## src/rtl/wdogPkg.sv

```systemverilog
package wdogPkg;
  parameter int WD_W = 32;
  parameter int WD_ADDR_W = 12;

  localparam logic [WD_ADDR_W-1:0] OFF_LOAD  = 12'h000;
  localparam logic [WD_ADDR_W-1:0] OFF_VALUE = 12'h004;
  localparam logic [WD_ADDR_W-1:0] OFF_CTRL  = 12'h008;
  localparam logic [WD_ADDR_W-1:0] OFF_CLEAR = 12'h00C;
  localparam logic [WD_ADDR_W-1:0] OFF_RAW   = 12'h010;
  localparam logic [WD_ADDR_W-1:0] OFF_MASK  = 12'h014;
  localparam logic [WD_ADDR_W-1:0] OFF_TEST  = 12'h418;
  localparam logic [WD_ADDR_W-1:0] OFF_LOCK  = 12'hC00;

  localparam logic [WD_W-1:0] UNLOCK_KEY = 32'h1ACCE551;

  // Strobes from the control side into the counter datapath
  typedef struct packed {
    logic            load;   // replace counter with value
    logic            tick;   // decrement when not loading
    logic [WD_W-1:0] value;
  } wdStrobe_t;
endpackage

```

## src/rtl/wdogCounter.sv

```systemverilog
module wdogCounter
  import wdogPkg::*;
#(
  parameter int W = WD_W
) (
  input  logic         clk,
  input  logic         rstN,
  input  wdStrobe_t    strobe,
  output logic [W-1:0] count,
  output logic         cntZero
);
  always_ff @(posedge clk) begin
    if (!rstN)            count <= '1;
    else if (strobe.load) count <= strobe.value;
    else if (strobe.tick) count <= count - 1'b1;
  end

  assign cntZero = (count == '0);

  // without load or tick the counter must not move
  assert_hold_when_idle_R10: assert property (@(posedge clk) disable iff (!rstN)
    (!strobe.load && !strobe.tick) |=> $stable(count));

  // a load strobe lands in the counter on the next edge
  assert_load_lands_R4: assert property (@(posedge clk) disable iff (!rstN)
    strobe.load |=> (count == $past(strobe.value)));
endmodule

```

## src/rtl/wdogRegs.sv

```systemverilog
module wdogRegs
  import wdogPkg::*;
#(
  parameter int W = WD_W,
  parameter int AW = WD_ADDR_W,
  parameter int STALL_BIT = 8
) (
  input  logic          clk,
  input  logic          rstN,
  input  logic [AW-1:0] busAddr,
  input  logic [W-1:0]  busWdata,
  input  logic          busWrite,
  input  logic          busRead,
  output logic [W-1:0]  busRdata,
  input  logic          dbgHalt,
  input  logic [W-1:0]  count,
  input  logic          cntZero,
  output wdStrobe_t     strobe,
  output logic          irqOut,
  output logic          resetReqOut
);
  logic [W-1:0] loadReg;
  logic intEn, resEn, stallBit, locked, rawIrq, resetReq;

  logic wrLoad, wrCtrl, wrClear, wrTest, wrLock;
  logic loadAccept, ctrlAccept, reloadNow, enableRise, frozen, tick, expire;
  logic maskedIrq;

  assign wrLoad  = busWrite && (busAddr == OFF_LOAD);
  assign wrCtrl  = busWrite && (busAddr == OFF_CTRL);
  assign wrClear = busWrite && (busAddr == OFF_CLEAR);
  assign wrTest  = busWrite && (busAddr == OFF_TEST);
  assign wrLock  = busWrite && (busAddr == OFF_LOCK);

  assign loadAccept = wrLoad && !locked;
  assign ctrlAccept = wrCtrl && !locked;
  assign reloadNow  = loadAccept && intEn;
  assign enableRise = ctrlAccept && busWdata[0] && !intEn;
  assign frozen     = stallBit && dbgHalt;
  assign tick       = intEn && !frozen;
  assign expire     = tick && cntZero && !reloadNow;

  always_comb begin
    strobe.load  = reloadNow || enableRise || expire;
    strobe.tick  = tick;
    strobe.value = loadAccept ? busWdata : loadReg;
  end

  always_ff @(posedge clk) begin
    if (!rstN) begin
      loadReg  <= '1;
      intEn    <= 1'b0;
      resEn    <= 1'b0;
      stallBit <= 1'b0;
      locked   <= 1'b0;
      rawIrq   <= 1'b0;
      resetReq <= 1'b0;
    end else begin
      if (loadAccept) loadReg <= busWdata;
      if (ctrlAccept) begin
        intEn <= intEn | busWdata[0];
        resEn <= busWdata[1];
      end
      if (wrTest) stallBit <= busWdata[STALL_BIT];
      if (wrLock) locked <= (busWdata != UNLOCK_KEY);
      if (expire || (loadAccept && busWdata == '0)) rawIrq <= 1'b1;
      else if (wrClear && busWdata[0])              rawIrq <= 1'b0;
      resetReq <= expire && rawIrq && resEn;
    end
  end

  assign maskedIrq   = rawIrq & intEn;
  assign irqOut      = maskedIrq;
  assign resetReqOut = resetReq;

  always_comb begin
    busRdata = '0;
    if (busRead) begin
      unique case (busAddr)
        OFF_LOAD:  busRdata = loadReg;
        OFF_VALUE: busRdata = count;
        OFF_CTRL:  busRdata = {{(W-2){1'b0}}, resEn, intEn};
        OFF_RAW:   busRdata = {{(W-1){1'b0}}, rawIrq};
        OFF_MASK:  busRdata = {{(W-1){1'b0}}, maskedIrq};
        OFF_TEST:  busRdata = W'(stallBit) << STALL_BIT;
        OFF_LOCK:  busRdata = {{(W-1){1'b0}}, locked};
        default:   busRdata = '0;
      endcase
    end
  end

  assert_enable_sticky_R12: assert property (@(posedge clk) disable iff (!rstN)
    intEn |=> intEn);

  assert_locked_load_ignored_R8: assert property (@(posedge clk) disable iff (!rstN)
    (locked && wrLoad) |=> $stable(loadReg));

  assert_reset_needs_pending_R11: assert property (@(posedge clk) disable iff (!rstN)
    resetReq |-> $past(rawIrq));

  assert_clear_drops_raw_R7: assert property (@(posedge clk) disable iff (!rstN)
    (wrClear && busWdata[0] && !expire && !wrLoad) |=> !rawIrq);

  assert_stall_blocks_tick_R10: assert property (@(posedge clk) disable iff (!rstN)
    (stallBit && dbgHalt) |-> !strobe.tick);
endmodule

```

## src/rtl/wdogTop.sv

```systemverilog
module wdogTop
  import wdogPkg::*;
#(
  parameter int W = WD_W,
  parameter int AW = WD_ADDR_W,
  parameter int STALL_BIT = 8
) (
  input  logic          clk,
  input  logic          rstN,
  input  logic [AW-1:0] busAddr,
  input  logic [W-1:0]  busWdata,
  input  logic          busWrite,
  input  logic          busRead,
  output logic [W-1:0]  busRdata,
  input  logic          dbgHalt,
  output logic          irqOut,
  output logic          resetReqOut
);
  wdStrobe_t    strobe;
  logic [W-1:0] count;
  logic         cntZero;

  wdogRegs #(.W(W), .AW(AW), .STALL_BIT(STALL_BIT)) uRegs (
    .clk(clk), .rstN(rstN), .busAddr(busAddr), .busWdata(busWdata),
    .busWrite(busWrite), .busRead(busRead), .busRdata(busRdata),
    .dbgHalt(dbgHalt), .count(count), .cntZero(cntZero), .strobe(strobe),
    .irqOut(irqOut), .resetReqOut(resetReqOut)
  );

  wdogCounter #(.W(W)) uCounter (
    .clk(clk), .rstN(rstN), .strobe(strobe), .count(count), .cntZero(cntZero)
  );
endmodule

```

## config.mk

```make
export PLATFORM = sky130hd
export DESIGN_NAME = wdogTop
export DESIGN_NICKNAME = d
export VERILOG_FILES = /design/src/rtl/wdogPkg.sv /design/src/rtl/wdogCounter.sv /design/src/rtl/wdogRegs.sv /design/src/rtl/wdogTop.sv
export SDC_FILE = /design/constraint.sdc
export NUM_CORES = 1
export LEC_CHECK = 0
export ABC_AREA = 1
export CAP_MARGIN = 0
export CORE_ASPECT_RATIO = 0.5
export CORE_UTILIZATION = 50
export DETAILED_ROUTE_END_ITERATION = 12
export DONT_BUFFER_PORTS = 1
export GPL_TIMING_DRIVEN = 0
export PLACE_DENSITY_LB_ADDON = 0.05
export SLEW_MARGIN = 20
export SYNTH_ARGS = -nofsm -noshare
export SYNTH_HDL_FRONTEND = slang
export SYNTH_SLANG_ARGS = --single-unit
```

## constraint.sdc

```tcl
create_clock -name clk -period 2.3 [get_ports clk]
set_input_delay 0.46 -clock clk [delete_from_list [all_inputs] [get_ports clk]]
set_output_delay 0.46 -clock clk [all_outputs]
set_load 0.02 [all_outputs]
```

==> results of run 1 <==
[power by group through the flow]
stage / Sequential (mW) / Clock (mW) / Combinational [mW]
5_1_grt: 1.21 / 1.50 / 0.0759
4_1_cts: 1.21 / 1.45 / 0.0684
2_1_floorplan: 1.24 / 0 / 0.0436
3_5_place_dp: 1.24 / 0 / 0.0644
6_report: 1.21 / 1.45 / 0.0724
3_3_place_gp: 1.24 / 0 / 0.0642
[logic make-up (layout without fill, tap and decap cells)]
family | after synthesis | count (layout) | synth area share (%)
xor gates and xnor gates | 5 | 5 | 0.883
adders and majority gates | 1 | 1 | 0.252
AOI/OAI and AO/OA | 95 | 95 | 10.8
DFF | 70 | 70 | 28.3
buffers and inverters | 163 | 189 | 13.4
and+or+nand+nor | 528 | 528 | 46.5
[state kept, by name, indices dropped and copies added (netlist names)]
signal,flops
uCounter.count,32
uRegs.intEn,1
uRegs.loadReg,32
uRegs.locked,1
uRegs.rawIrq,1
uRegs.resEn,1
uRegs.resetReqOut,1
uRegs.stallBit,1
[Yosys cell counts (2+ instances only)]
| cell type | number | area share, % |
|---|---|---|
| buf_6 | 4 | 0.91 |
| o21ai_1 | 7 | 0.71 |
| nor2_4 | 3 | 0.68 |
| nand3_1 | 124 | 13 |
| buf_2 | 16 | 1.6 |
| o21ai_0 | 37 | 3.7 |
| dfxtp_1 | 70 | 28 |
| o22ai_1 | 29 | 3.7 |
| or2_2 | 4 | 0.50 |
| o31ai_1 | 3 | 0.45 |
| nor2_2 | 8 | 1.0 |
| inv_1 | 121 | 9.2 |
| nor3_1 | 6 | 0.61 |
| nand2_4 | 2 | 0.45 |
| inv_2 | 2 | 0.15 |
| nand2_1 | 230 | 17 |
| nor2_1 | 122 | 9.2 |
| a21oi_1 | 13 | 1.3 |
| nand4_1 | 17 | 2.1 |
| xor2_1 | 5 | 0.88 |
| clkbuf_1 | 20 | 1.5 |
| nor4_1 | 4 | 0.50 |
| nand2_2 | 3 | 0.38 |
[through the flow]
step | setup TNS [ps] | setup slack (ps)
after detailed placement | -8300 | -387
after global placement | -7540 | -360
after global routing | -56.3 | -25.1
after floorplan | 0 | 59.8
final | 0 | 38.1
after CTS | 0 | 1.45
[timing repair]
item | in CTS | in global routing
buffers inserted | 3 | 7
pin swaps | 7 | 9
cloned | 0 | 0
resized for setup | 70 | 27
endpoints found under the setup margin | 32 | 37
[final timing paths]
check / cells past startpoint / end / slack, ps / startpoint
worst min register to register: 2 / uRegs.resetReqOut$_SDFF_PN0_ / 460 / uRegs.resEn$_SDFFE_PN0N_
worst min-delay path: 2 / uRegs.loadReg[10]$_SDFF_PN1_ / 260 / busWdata[10]
worst max-delay path: 10 / busRdata[19] / 40 / busAddr[7]
worst max register to register: 12 / uCounter.count[20]$_SDFFE_PN1P_ / 110 / uCounter.count[0]$_SDFFE_PN1P_
[area by class of cell]
| cell class | instances | area [µm²] |
|---|---|---|
| fill | 966 | 3660 |
| multi-input combinational | 629 | 3190 |
| sequential | 70 | 1400 |
| inverter | 123 | 462 |
| buffer | 40 | 264 |
| clock buffer | 12 | 256 |
| tap | 135 | 169 |
| timing repair buffer | 10 | 87.6 |
| clock inverter | 4 | 45.0 |
[metal layers]
| metal | vias to the layer above | GRT usage, % | share of wire [%] |
|---|---|---|---|
| met5 | - | 0 | 0 |
| met4 | 0 | 10.4 | 1.9 |
| met3 | 26 | 7.79 | 12 |
| met2 | 337 | 51.7 | 41 |
| met1 | 2758 | 54.3 | 45 |
| li1 | 2801 | - | - |
==> qor.csv, run 1 <==
metric,value,unit
status,"finished, final reports clean",
Yosys warning count,0,
RePlAce Congestion,1.07,
Diodes inserted,0,
"leading cell type in the layout, fill and taps excluded",nand2_1,
crit path DAT,1800,ps
Slew @ Worst Pin,828,ps
"FFs w/ async S/R, synth",0,%
clk sinks,70,
Worst Path Buf+Inv,3,
Post-Synthesis Net Count,912,
post-DP HPWL,14.0,mm
post-route clock period utilization,98.3,%
"Distinct cells, synth",35,
total gr overflow,0,
DRC Markers,0,
highest-count cells in the layout ignoring fill and taps,"nand2_1, nand3_1, inv_1",
vias in the first global route,4930,
net count reported at finish,933,
DRT iter0 DRCs,732,
Critical-path top delay cell,nor2_4,
min cycle time layout,2260,ps
register area share after synthesis,28.3,%
Core Box Area,9540,µm²
Min-Delay Path Class,input port to flop,
hold_ws,265,ps
# Max-Cap Violations,0,
total track usage,36.3,%
Placed Area,5130,µm²
Mapped Area,4960,µm²
CTS root buf,clkbuf_16,
layout cells sized above 1,12.7,%
setup violators final,0,
Tot Pwr,2.74,mW
H-tree levels,3,
antenna violation net count after detailed routing,0,
Crit Path Max Fanout,10,
crit-path most repeated cell,nor2_4,
WP data required,1840,ps
WL/cell,18.2,µm
Initial Utilization,52.0,%
via count,5922,
clock share of power,53.1,%
CP top delay family,simple AND/OR/NAND/NOR gates,
Rows,25,
Setup CP Type,input port to primary output,
full die area,10300,µm²
Die W,143,µm
Pint,2.12,mW
Rel. slew slack,44.3,%
Final Instance Area,5880,µm²
worst skew pair latency,350,ps
Switching Fraction,22.5,%
critical path endpoint category,primary output,
height of the die,72.4,µm
Peak VDD IR,0.385,mV
vias per inst,5.79,
Hold Fails Final Rpt,0,
CTS tree,done,
Lkg Pwr,2.71,nW
cells after synthesis,862,
# IOs,83,
CP cell instances,nor2_2 > nand2_2 > nor2_4 > nand2_2 > nor2_4 > buf_4 > o31ai_4 > buf_4 > buf_12 > nor2_4,
Layout area overhead,18.6,%
first drt pass iteration count,6,
initial antenna violation count,0,
"EDFF count, synth",0,
WL final,18.6,mm
CTS hold repair buffers,0,
Main synth FF type,dfxtp_1,
Peak Freq,442,MHz
Clock Path Buffers,2,
Final Util,61.6,%
crit start category,input port,
final max-slew violation count,0,
biggest cell delay along the critical path,180,ps
switching component of the power,0.615,mW
#FFs+latches synth,70,
Post-Place Cells,997,
clk slew on worst S/H paths,60,ps
synthesized area per cell,5.75,µm²
RSZ-0062 raised after global routing,yes,
Layout Cells excl Fill,1023,
CTS buffer count,9,
Comb pwr share,2.6,%
global-route wire length before repair,27.5,mm
Max Clock Skew,9.44,ps
sequential power share,44.3,%
largest net degree at the start of global routing,12,
Port Buffers,0,
Power Density,466,nW/µm²
No activity file was read; power rests on OpenSTA's default activity.
==> run 2: changes to the inputs <==
--- a/config.mk
+++ b/config.mk
@@ -17,3 +17,4 @@
 export SYNTH_ARGS = -nofsm -noshare
 export SYNTH_HDL_FRONTEND = slang
 export SYNTH_SLANG_ARGS = --single-unit
+export TNS_END_PERCENT = 20
==> run 2 against run 1 <==
Compared with the run above:
- the flow now finishes with violations (setup timing)
- worst setup slack got worse by 39 ps
- first-iteration DRC count decreased by 3.4%
- power decreased by 0.49%
- core utilization decreased by 0.76 points
- largest power group unchanged
==> qor.csv, run 2 (synthesized netlist as in run 1, its figures left out) <==
metric,value,unit,change
status,finished with violations,,
failing checks,setup timing,,
initial antenna violation count,0,,unchanged
CP cell instances,inv_1 > nand2_2 > inv_1 > nand2_2 > nor2_4 > buf_4 > o31ai_4 > buf_6 > nor2_2,,
Diodes inserted,0,,unchanged
min cycle time layout,2300,ps,+39.3 ps
Hold Fails Final Rpt,0,,unchanged
total gr overflow,0,,unchanged
Max Clock Skew,7.95,ps,-1.49 ps
antenna violation net count after detailed routing,0,,unchanged
Min-Delay Path Class,input port to flop,,
WP data required,1840,ps,about the same
full die area,10300,µm²,unchanged
first drt pass iteration count,6,,unchanged
hold_ws,270,ps,+5.52 ps
Layout area overhead,17.1,%,
worst setup margin,-1.16,ps,-39.3 ps
Peak VDD IR,0.378,mV,-1.7%
Power Density,470,nW/µm²,+0.75%
highest-count cells in the layout ignoring fill and taps,"nand2_1, nand3_1, inv_1",,
# Max-Cap Violations,0,,unchanged
DRT iter0 DRCs,707,,-3.4%
post-DP HPWL,14.0,mm,unchanged
Clock Path Buffers,2,,unchanged
layout cells sized above 1,12.7,%,-0.070 points
crit start category,input port,,
crit path DAT,1840,ps,+40 ps
TNS Setup,-1.16,ps,-1.16 ps
height of the die,72.4,µm,unchanged
largest net degree at the start of global routing,12,,unchanged
CTS tree,done,,
global-route wire length before repair,27.5,mm,-0.13%
Rel. slew slack,44.1,%,-0.20 points
worst skew pair latency,340,ps,about the same
Rows,25,,unchanged
Port Buffers,0,,unchanged
total track usage,36.3,%,-0.044 points
Critical-path top delay cell,o31ai_4,,
WL final,18.5,mm,-0.91%
CTS buffer count,9,,unchanged
final max-slew violation count,0,,unchanged
clk sinks,70,,unchanged
Lkg Pwr,2.69,nW,-0.80%
H-tree levels,3,,unchanged
CTS hold repair buffers,0,,unchanged
CTS root buf,clkbuf_16,,
setup violators final,1,,+1
WL/cell,18.1,µm,-0.62%
RePlAce Congestion,1.07,,unchanged
net count reported at finish,930,,-0.32%
Layout Cells excl Fill,1020,,-0.29%
clk slew on worst S/H paths,60,ps,about the same
via count,5935,,+0.22%
"leading cell type in the layout, fill and taps excluded",nand2_1,,
critical path endpoint category,primary output,,
Top Registers,"uCounter.count (32), uRegs.loadReg (32)",,
Initial Utilization,52.0,%,unchanged
# IOs,83,,unchanged
Post-Place Cells,997,,unchanged
biggest cell delay along the critical path,440,ps,+260 ps
Core Box Area,9540,µm²,unchanged
Slew @ Worst Pin,831,ps,+2.92 ps
post-route clock period utilization,100,%,+1.7 points
Setup CP Type,input port to primary output,,
vias in the first global route,4928,,-0.041%
vias per inst,5.82,,+0.51%
Peak Freq,435,MHz,-1.7%
Crit Path Max Fanout,10,,unchanged
Die W,143,µm,unchanged
RSZ-0062 raised after global routing,yes,,
DRC Markers,0,,unchanged
==> run 2: cell count changes in the layout (fill, tap and decap cells not counted), sizes merged <==
cell  change
buf       -3
==> run 2: worst paths after layout <==
kind / from / to / slack (ps) / cells past startpoint
worst min register to register: uRegs.resEn$_SDFFE_PN0N_ / uRegs.resetReqOut$_SDFF_PN0_ / 450 / 2
worst min-delay path: busWdata[10] / uRegs.loadReg[10]$_SDFF_PN1_ / 270 / 2
worst max register to register: uCounter.count[0]$_SDFFE_PN1P_ / uCounter.count[20]$_SDFFE_PN1P_ / 210 / 12
worst max-delay path: busAddr[11] / busRdata[27] / -1 / 9
==> run 2: worst max-delay path: cells and delay by family <==
| kind | cells | cell delay (ps) |
|---|---|---|
| and+or+nand+nor | 4 | 370 |
| AOI/OAI and AO/OA | 1 | 440 |
| buffers and inverters | 4 | 550 |
==> run 2: layer usage <==
layer | GRT usage (%) | share of wire, % | up-vias
li1 | - | - | 2797
met4 | 10.4 | 1.9 | 0
met2 | 51.6 | 40 | 344
met1 | 54.2 | 46 | 2760
met5 | 0 | 0 | -
met3 | 7.79 | 12 | 34
==> run 2: through the flow <==
stage / util (%) / setup slack (ps) / power [mW] / instance area [µm²]
global placement: 53.7 / -360 / 1.30 / 5130
detailed placement: 53.7 / -387 / 1.30 / 5130
floorplan: - / 59.8 / 1.28 / 4960
CTS: 59.7 / -12.0 / 2.73 / 5690
finish: 60.9 / -1.16 / 2.73 / 5810
global route: 60.9 / -44.7 / 2.79 / 5810
==> run 2: area by class of cell <==
| class | count | area [µm²] |
|---|---|---|
| inverter | 123 | 462 |
| timing repair buffer | 7 | 65.1 |
| clock inverter | 4 | 45.0 |
| clock buffer | 12 | 256 |
| tap | 135 | 169 |
| fill | 970 | 3730 |
| multi-input combinational | 629 | 3160 |
| sequential | 70 | 1400 |
| buffer | 40 | 253 |
==> run 2: what timing repair did <==
action	CTS	global route
hold endpoints to repair	0	0
endpoints found under the setup margin	32	37
resized for setup	67	22
setup buffers	3	4
pin swaps	8	12
==> run 2: power breakdown <==
part	internal (mW)	total [mW]	leakage (nW)	switching, mW
clock network	0.894	1.44	0.152	0.547
logic	0.0179	0.0725	1.97	0.0545
registers	1.21	1.21	0.566	0.000299
